<file path="config.mk">
export PLATFORM = sky130hd
export DESIGN_NAME = simt_divctl
export DESIGN_NICKNAME = d
export VERILOG_FILES = /design/src/rtl/simt_div_pkg.sv /design/src/rtl/simt_div_stack.sv /design/src/rtl/simt_div_decide.sv /design/src/rtl/simt_divctl.sv
export SDC_FILE = /design/constraint.sdc
export NUM_CORES = 2
export LEC_CHECK = 0
export BUFFER_PORTS_ARGS = -buffer_cell sky130_fd_sc_hd__buf_2
export CAP_MARGIN = 15
export CORE_ASPECT_RATIO = 2
export CORE_UTILIZATION = 30
export DETAILED_ROUTE_END_ITERATION = 10
export GPL_TIMING_DRIVEN = 0
export PLACE_DENSITY = 0.53
export SETUP_SLACK_MARGIN = 0.5
export SLEW_MARGIN = 20
export SYNTH_ARGS = -nofsm -noshare
export SYNTH_HDL_FRONTEND = slang
export SYNTH_HIERARCHICAL = 1
export SYNTH_SLANG_ARGS = --single-unit
</file>
<file path="constraint.sdc">
create_clock -name clk -period 18.2 [get_ports clk]
set_input_delay 0 -clock clk [delete_from_list [all_inputs] [get_ports clk]]
set_output_delay 0 -clock clk [all_outputs]
set_load 0.01 [all_outputs]
</file>
<file path="src/rtl/simt_div_pkg.sv">
package simt_div_pkg;

  typedef enum logic [1:0] {
    OP_NONE     = 2'd0,
    OP_BRANCH   = 2'd1,
    OP_CONVERGE = 2'd2,
    OP_DIVERGE  = 2'd3
  } op_e;

  typedef enum logic [3:0] {
    K_IDLE, K_TAKEN, K_FALL, K_SPLIT, K_FOLD,
    K_SWAP, K_POP, K_NOP, K_FAULT
  } kind_e;

  localparam logic [3:0] FAULT_EMPTY_SPLIT = 4'd9;
  localparam logic [3:0] FAULT_STACK_FULL  = 4'd10;

endpackage

</file>
<file path="src/rtl/simt_div_stack.sv">
module simt_div_stack #(
  parameter int DEPTH = 16,
  parameter int ENT_W = 41,
  localparam int CNT_W = $clog2(DEPTH + 1),
  localparam int IDX_W = $clog2(DEPTH)
) (
  input  logic             clk,
  input  logic             rst_n,
  input  logic             push_i,
  input  logic             pop_i,
  input  logic             upd_i,
  input  logic [ENT_W-1:0] wr_i,
  output logic [ENT_W-1:0] top_o,
  output logic [CNT_W-1:0] depth_o,
  output logic             empty_o,
  output logic             full_o
);

  localparam logic [CNT_W-1:0] FULL_CNT = CNT_W'(DEPTH);

  logic [ENT_W-1:0] mem [DEPTH];
  logic [CNT_W-1:0] depth_q;
  logic [IDX_W-1:0] top_idx;
  logic [IDX_W-1:0] new_idx;

  assign top_idx = IDX_W'(depth_q - 1'b1);
  assign new_idx = IDX_W'(depth_q);
  assign empty_o = (depth_q == '0);
  assign full_o  = (depth_q == FULL_CNT);
  assign depth_o = depth_q;
  assign top_o   = empty_o ? '0 : mem[top_idx];

  always_ff @(posedge clk) begin
    if (!rst_n) begin
      depth_q <= '0;
    end else if (push_i) begin
      depth_q <= depth_q + 1'b1;
    end else if (pop_i) begin
      depth_q <= depth_q - 1'b1;
    end
  end

  always_ff @(posedge clk) begin
    if (push_i) begin
      mem[new_idx] <= wr_i;
    end else if (upd_i) begin
      mem[top_idx] <= wr_i;
    end
  end

  AST_NO_OVERFLOW: assert property (@(posedge clk) disable iff (!rst_n)
    push_i |-> !full_o);
  AST_POP_NONEMPTY: assert property (@(posedge clk) disable iff (!rst_n)
    (pop_i || upd_i) |-> !empty_o);
  AST_ONE_STACK_OP: assert property (@(posedge clk) disable iff (!rst_n)
    $onehot0({push_i, pop_i, upd_i}));
  AST_DEPTH_BOUND: assert property (@(posedge clk) disable iff (!rst_n)
    depth_q <= FULL_CNT);

endmodule

</file>
<file path="src/rtl/simt_div_decide.sv">
module simt_div_decide
  import simt_div_pkg::*;
#(
  parameter int LANES = 8,
  parameter int PCW   = 12,
  localparam int ENT_W = 2 * LANES + 2 * PCW + 1
) (
  input  logic             valid_i,
  input  op_e              op_i,
  input  logic [PCW-1:0]   pc_i,
  input  logic [PCW-1:0]   target_i,
  input  logic [LANES-1:0] cond_i,
  input  logic [LANES-1:0] active_i,
  input  logic             halted_i,
  input  logic [ENT_W-1:0] top_i,
  input  logic             empty_i,
  input  logic             full_i,
  output kind_e            kind_o,
  output logic             push_o,
  output logic             pop_o,
  output logic             upd_o,
  output logic [ENT_W-1:0] wr_o,
  output logic [LANES-1:0] mask_o,
  output logic [PCW-1:0]   next_pc_o,
  output logic             fault_o,
  output logic [3:0]       code_o
);

  typedef struct packed {
    logic [LANES-1:0] saved;
    logic [LANES-1:0] pend;
    logic [PCW-1:0]   tgt;
    logic [PCW-1:0]   src;
    logic             phase;
  } ent_t;

  // lanes that would jump / stay, restricted to live lanes
  function automatic logic [LANES-1:0] lanes_set(input logic [LANES-1:0] act,
                                                 input logic [LANES-1:0] c);
    return act & c;
  endfunction

  function automatic logic [LANES-1:0] lanes_clear(input logic [LANES-1:0] act,
                                                   input logic [LANES-1:0] c);
    return act & ~c;
  endfunction

  function automatic logic [PCW-1:0] seq_pc(input logic [PCW-1:0] pc);
    return pc + PCW'(1);
  endfunction

  ent_t             top_e;
  ent_t             wr_e;
  logic [LANES-1:0] on_lanes;
  logic [LANES-1:0] off_lanes;
  logic             loop_hit;

  assign top_e     = ent_t'(top_i);
  assign on_lanes  = lanes_set(active_i, cond_i);
  assign off_lanes = lanes_clear(active_i, cond_i);
  assign loop_hit  = !empty_i && (top_e.src == pc_i) && !top_e.phase;
  assign wr_o      = wr_e;

  always_comb begin
    kind_o    = K_IDLE;
    push_o    = 1'b0;
    pop_o     = 1'b0;
    upd_o     = 1'b0;
    wr_e      = top_e;
    mask_o    = active_i;
    next_pc_o = seq_pc(pc_i);
    fault_o   = 1'b0;
    code_o    = 4'd0;
    if (!valid_i || halted_i) begin
      next_pc_o = pc_i;
    end else begin
      unique case (op_i)
        OP_BRANCH: begin
          if (on_lanes == active_i) begin
            kind_o    = K_TAKEN;
            next_pc_o = target_i;
          end else if (on_lanes == '0) begin
            kind_o = K_FALL;
          end else if (loop_hit) begin
            kind_o     = K_FOLD;
            upd_o      = 1'b1;
            wr_e.pend  = top_e.pend | on_lanes;
            mask_o     = off_lanes;
          end else if (full_i) begin
            kind_o    = K_FAULT;
            fault_o   = 1'b1;
            code_o    = FAULT_STACK_FULL;
            next_pc_o = pc_i;
          end else begin
            kind_o = K_SPLIT;
            push_o = 1'b1;
            wr_e   = '{saved: active_i, pend: on_lanes, tgt: target_i,
                       src: pc_i, phase: 1'b0};
            mask_o = off_lanes;
          end
        end
        OP_DIVERGE: begin
          if (on_lanes == '0) begin
            kind_o    = K_FAULT;
            fault_o   = 1'b1;
            code_o    = FAULT_EMPTY_SPLIT;
            next_pc_o = pc_i;
          end else if (full_i) begin
            kind_o    = K_FAULT;
            fault_o   = 1'b1;
            code_o    = FAULT_STACK_FULL;
            next_pc_o = pc_i;
          end else begin
            kind_o = K_SPLIT;
            push_o = 1'b1;
            wr_e   = '{saved: active_i, pend: off_lanes, tgt: target_i,
                       src: pc_i, phase: 1'b0};
            mask_o = on_lanes;
          end
        end
        OP_CONVERGE: begin
          if (empty_i) begin
            kind_o = K_NOP;
          end else if (top_e.phase || top_e.tgt == pc_i || top_e.pend == '0) begin
            kind_o = K_POP;
            pop_o  = 1'b1;
            mask_o = top_e.saved;
          end else begin
            kind_o     = K_SWAP;
            upd_o      = 1'b1;
            wr_e.phase = 1'b1;
            mask_o     = top_e.pend;
            next_pc_o  = top_e.tgt;
          end
        end
        default: begin
          next_pc_o = pc_i;
        end
      endcase
    end
  end

endmodule

</file>
<file path="src/rtl/simt_divctl.sv">
module simt_divctl
  import simt_div_pkg::*;
#(
  parameter int LANES = 8,
  parameter int WARPS = 4,
  parameter int DEPTH = 16,
  parameter int PCW   = 12,
  localparam int WID_W = $clog2(WARPS),
  localparam int ENT_W = 2 * LANES + 2 * PCW + 1,
  localparam int CNT_W = $clog2(DEPTH + 1)
) (
  input  logic             clk,
  input  logic             rst_n,
  input  logic             req_valid,
  input  logic [1:0]       req_op,
  input  logic [WID_W-1:0] req_warp,
  input  logic [PCW-1:0]   req_pc,
  input  logic [PCW-1:0]   req_target,
  input  logic [LANES-1:0] req_cond,
  output logic             rsp_valid,
  output logic [WID_W-1:0] rsp_warp,
  output logic [PCW-1:0]   rsp_next_pc,
  output logic [LANES-1:0] rsp_mask,
  output logic             rsp_fault,
  output logic [3:0]       rsp_fault_code,
  output logic [PCW-1:0]   rsp_fault_pc,
  output logic             rsp_halted,
  output logic [WARPS-1:0] warp_halted
);

  op_e              op;
  logic             fire;
  logic [LANES-1:0] mask_q [WARPS];
  logic [WARPS-1:0] halt_q;

  logic [ENT_W-1:0] top_all   [WARPS];
  logic [CNT_W-1:0] depth_all [WARPS];
  logic [WARPS-1:0] empty_all;
  logic [WARPS-1:0] full_all;
  logic [WARPS-1:0] sel_w;

  kind_e            dec_kind;
  logic             dec_push, dec_pop, dec_upd, dec_fault;
  logic [ENT_W-1:0] dec_wr;
  logic [LANES-1:0] dec_mask;
  logic [PCW-1:0]   dec_pc;
  logic [3:0]       dec_code;

  // named internal events for the checks below
  logic ev_uniform, ev_fold, ev_split, ev_join_nop;

  assign op   = op_e'(req_op);
  assign fire = req_valid && (op != OP_NONE);

  simt_div_decide #(.LANES(LANES), .PCW(PCW)) u_decide (
    .valid_i  (fire),
    .op_i     (op),
    .pc_i     (req_pc),
    .target_i (req_target),
    .cond_i   (req_cond),
    .active_i (mask_q[req_warp]),
    .halted_i (halt_q[req_warp]),
    .top_i    (top_all[req_warp]),
    .empty_i  (empty_all[req_warp]),
    .full_i   (full_all[req_warp]),
    .kind_o   (dec_kind),
    .push_o   (dec_push),
    .pop_o    (dec_pop),
    .upd_o    (dec_upd),
    .wr_o     (dec_wr),
    .mask_o   (dec_mask),
    .next_pc_o(dec_pc),
    .fault_o  (dec_fault),
    .code_o   (dec_code)
  );

  assign ev_uniform  = fire && (dec_kind == K_TAKEN || dec_kind == K_FALL);
  assign ev_fold     = fire && (dec_kind == K_FOLD);
  assign ev_split    = fire && (dec_kind == K_SPLIT);
  assign ev_join_nop = fire && (dec_kind == K_NOP);

  for (genvar w = 0; w < WARPS; w++) begin : g_warp
    assign sel_w[w] = fire && (req_warp == WID_W'(w));

    simt_div_stack #(.DEPTH(DEPTH), .ENT_W(ENT_W)) u_stack (
      .clk    (clk),
      .rst_n  (rst_n),
      .push_i (sel_w[w] && dec_push),
      .pop_i  (sel_w[w] && dec_pop),
      .upd_i  (sel_w[w] && dec_upd),
      .wr_i   (dec_wr),
      .top_o  (top_all[w]),
      .depth_o(depth_all[w]),
      .empty_o(empty_all[w]),
      .full_o (full_all[w])
    );

    always_ff @(posedge clk) begin
      if (!rst_n) begin
        mask_q[w] <= '1;
        halt_q[w] <= 1'b0;
      end else if (sel_w[w]) begin
        mask_q[w] <= dec_mask;
        halt_q[w] <= halt_q[w] | dec_fault;
      end
    end

    AST_LIVE_MASK: assert property (@(posedge clk) disable iff (!rst_n)
      !halt_q[w] |-> mask_q[w] != '0);
    AST_HALT_STICKY: assert property (@(posedge clk) disable iff (!rst_n)
      halt_q[w] |=> halt_q[w]);
  end

  assign warp_halted = halt_q;

  always_ff @(posedge clk) begin
    if (!rst_n) begin
      rsp_valid      <= 1'b0;
      rsp_warp       <= '0;
      rsp_next_pc    <= '0;
      rsp_mask       <= '0;
      rsp_fault      <= 1'b0;
      rsp_fault_code <= '0;
      rsp_fault_pc   <= '0;
      rsp_halted     <= 1'b0;
    end else begin
      rsp_valid      <= fire;
      rsp_warp       <= req_warp;
      rsp_next_pc    <= dec_pc;
      rsp_mask       <= dec_mask;
      rsp_fault      <= dec_fault;
      rsp_fault_code <= dec_code;
      rsp_fault_pc   <= dec_fault ? req_pc : '0;
      rsp_halted     <= halt_q[req_warp] | dec_fault;
    end
  end

  AST_UNIFORM_KEEPS_DEPTH: assert property (@(posedge clk) disable iff (!rst_n)
    ev_uniform |=> depth_all[$past(req_warp)] == $past(depth_all[req_warp]));
  AST_FOLD_KEEPS_DEPTH: assert property (@(posedge clk) disable iff (!rst_n)
    ev_fold |=> depth_all[$past(req_warp)] == $past(depth_all[req_warp]));
  AST_SPLIT_GROWS: assert property (@(posedge clk) disable iff (!rst_n)
    ev_split |=> depth_all[$past(req_warp)] == $past(depth_all[req_warp]) + 1'b1);
  AST_JOIN_NOP_MASK: assert property (@(posedge clk) disable iff (!rst_n)
    ev_join_nop |=> rsp_mask == $past(mask_q[req_warp]));
  AST_FAULT_HALTS: assert property (@(posedge clk) disable iff (!rst_n)
    (rsp_valid && rsp_fault) |-> warp_halted[rsp_warp]);
  AST_SPLIT_SHRINKS: assert property (@(posedge clk) disable iff (!rst_n)
    ev_split |=> (rsp_mask & ~$past(mask_q[req_warp])) == '0);

endmodule

</file>
==> results by group <==
Clock tree
  – Clk root buf: clkbuf_16
  – Maximum clock path buffer count: 4
  – CTS tree: built
  – Clk sink count: 2721
  – CTS buffer count: 218
  – Clock latency on the worst-skew pair: 920 ps
  – Post-CTS sizing: 0
  – Post-CTS Setup Bufs: 0
  – H-tree Lvls: 4
  – Reg clk slew, reported paths: 80 ps

Critical path
  – Critical path's slowest cell: xor2_2
  – Cell count along the critical path: 23
  – R2R Path End: g_warp[1].u_stack/mem[0][13]
  – R2R cell count: 23
  – Reg2reg start: g_warp[3].u_stack/depth_o[0]
  – Worst path arrival time: 9950 ps
  – Critical path, cell by cell: buf_6, buf_4, buf_2, inv_1, ha_1, buf_2, xor2_2, buf_2, mux2i_1, o22ai_1, mux4_2, xnor2_1, nand4_1, o31a_1, and2_1, clkbuf_1, o211a_1, and3_1, nand2b_1, o21ai_0, nand3_1, nor2_4, buf_12
  – Critical path's largest stage delay: 910 ps
  – Most used cell along the critical path: buf_2
  – Nature of the critical path endpoint: register
  – Reg2reg setup slack: 8820 ps
  – Crit Path Class: register to register
  – Worst path top cell family by delay: buffers and inverters
  – CP Launch Type: register
  – CP required: 18770 ps
  – Max FO, Critical Path: 17
  – CP Buf/Inv Count: 8
  – Critical Path End: g_warp[1].u_stack/mem[0][13]
  – CP Launch Point: g_warp[3].u_stack/depth_o[0]

Die
  – Initial Utilization: 30.1%
  – Die W: 427 um
  – Die area: 364000 um2
  – FP Rows: 312
  – Core ar.: 360000 um2
  – Top Ports: 84
  – Die Span Y: 853 um

Timing
  – Slew Limit Fails: 0
  – Hold Fails Final Rpt: 0
  – Tightest Pin Transition: 1280 ps
  – Minimum clock period after layout: 9380 ps
  – Unrepaired setup endpoints after global routing: false
  – Clk_skew: 99.3 ps
  – Max transition margin: 14.4%
  – Fin crit share: 51.5%
  – Fmax: 107 MHz
  – Final setup viols: 0
  – Aggregate negative setup slack: 0 ps
  – Setup ws final: 8820 ps

Placed design
  – DP Worst Slack: 8530 ps
  – Hpwl dp: 247 mm
  – Port bufs: 82
  – DP Area: 120000 um2
  – RD Place Congestion: 0.916

Flow run
  – Max Cap Violations: 0

Cells and area
  – Most frequent cells in the layout: edfxtp_1 (2656), mux4_2 (707), mux2i_1 (334)
  – Layout Nets: 5671
  – Share of cells above drive strength 1: 29.3%
  – Most common cell after layout, fill and taps aside: edfxtp_1
  – Synth-to-Final Area Change: 18.1%
  – Layout filler cell count: 33.0k
  – Post-route cell area: 128000 um2

Route
  – DR pass1 iterations: 8
  – Final ANT Viol Nets: 0
  – Routed wire length: 346 mm
  – Via count: 54.8k
  – WL/cell: 32.7 um
  – Vias per cell: 5.19
  – Remaining DRCs: 0
  – Initial DRC count: 5181

Synthesis
  – Post-synthesis cell area: 109000 um2
  – Cells after synthesis: 5064
  – Syn_area_per_cell: 21.4 um2
  – Synth Warn #: 6
  – Synthesized net count: 5120

Power and ir drop
  – P_leak: 0.0414 uW
  – Power Density: 94.8 nW/um2
  – VDD IR-drop max: 0.0803 mV

Global routing
  – Initial antenna violation count: 46
  – Largest net degree at the start of global routing: 65
  – Number of global-route vias before repair: 57.2k
  – Total track usage: 18.8%
  – Total gr overflow: 0
  – Global-route wire length before repair: 473 mm

Status
  – Status: finished clean

Min path
  – Min-delay worst type: input port to register
routing by layer:
metal,up-vias,track usage (%),part of all wire (%)
met2,1813,35.3,55
met3,616,2.38,4.3
met1,29900,19.2,33
li1,22500,-,-
met5,-,0,0.013
met4,8,12.6,7.4
flip-flops by register name, summed over array words and instances, names as in the netlist:
register,flops
g_warp.u_stack/mem,2624
mask_q,32
g_warp.u_stack/depth_o,20
rsp_fault_pc,12
rsp_next_pc,12
rsp_mask,8
rsp_fault_code,4
warp_halted,4
rsp_warp,2
rsp_fault,1
rsp_halted,1
rsp_valid,1
worst min-delay path: stages:
cell	delay [ps]
dlygate4sd3_1	540
buf_2	240
and3_1	190
cell type report:
| type | instances | area [um2] | share of cell area (%) |
|---|---|---|---|
| Buffer | 312 | 1870 | 1.46 |
| Multi-Input combinational cell | 2002 | 26600 | 20.8 |
| Tap cell | 4710 | 5890 | 4.60 |
| Inverter | 29 | 109 | 0.0849 |
| Clock buffer | 273 | 5870 | 4.58 |
| Timing Repair Buffer | 331 | 5380 | 4.20 |
| Clock inverter | 118 | 1190 | 0.930 |
| Sequential cell | 2721 | 81100 | 63.2 |
| Antenna cell | 66 | 165 | 0.129 |
how the worst min path moves through the flow:
stage / startpoint / to / slack [ps] / cells after the start
floorplan: rst_n / g_warp[0].u_stack/depth_o[2] / 120 / 1
finish: req_pc[2] / rsp_fault_pc[2] / 110 / 3
global placement: req_pc[11] / rsp_fault_pc[11] / 260 / 2
detailed placement: req_pc[11] / rsp_fault_pc[11] / 260 / 2
global route: req_pc[2] / rsp_fault_pc[2] / 100 / 3
CTS: req_pc[2] / rsp_fault_pc[2] / 20 / 3
per-stage QoR:
| stage | hold slack, ps | util, % | cells | total power, uW |
|---|---|---|---|---|
| 2_1_floorplan | 117 | - | 5064 | 7200 |
| 3_3_place_gp | 262 | 31.9 | 9856 | 7380 |
| 3_5_place_dp | 259 | 33.4 | 10100 | 7420 |
| 4_1_cts | 20.0 | 35.5 | 10500 | 12300 |
| 5_1_grt | 101 | 35.6 | 10500 | 12400 |
| 6_report | 108 | 35.6 | 10600 | 12100 |
power breakdown:
group	leakage, uW	switching (uW)	internal (uW)
clock network	0.00346	2230	2630
registers	0.0249	1.81	6870
logic	0.0130	285	133
what timing repair did:
action,CTS,global route
hold buffers,51,0
hold endpoints to repair,580,0
endpoints found under the setup margin,0,0
(Power assumes the default switching activity.)
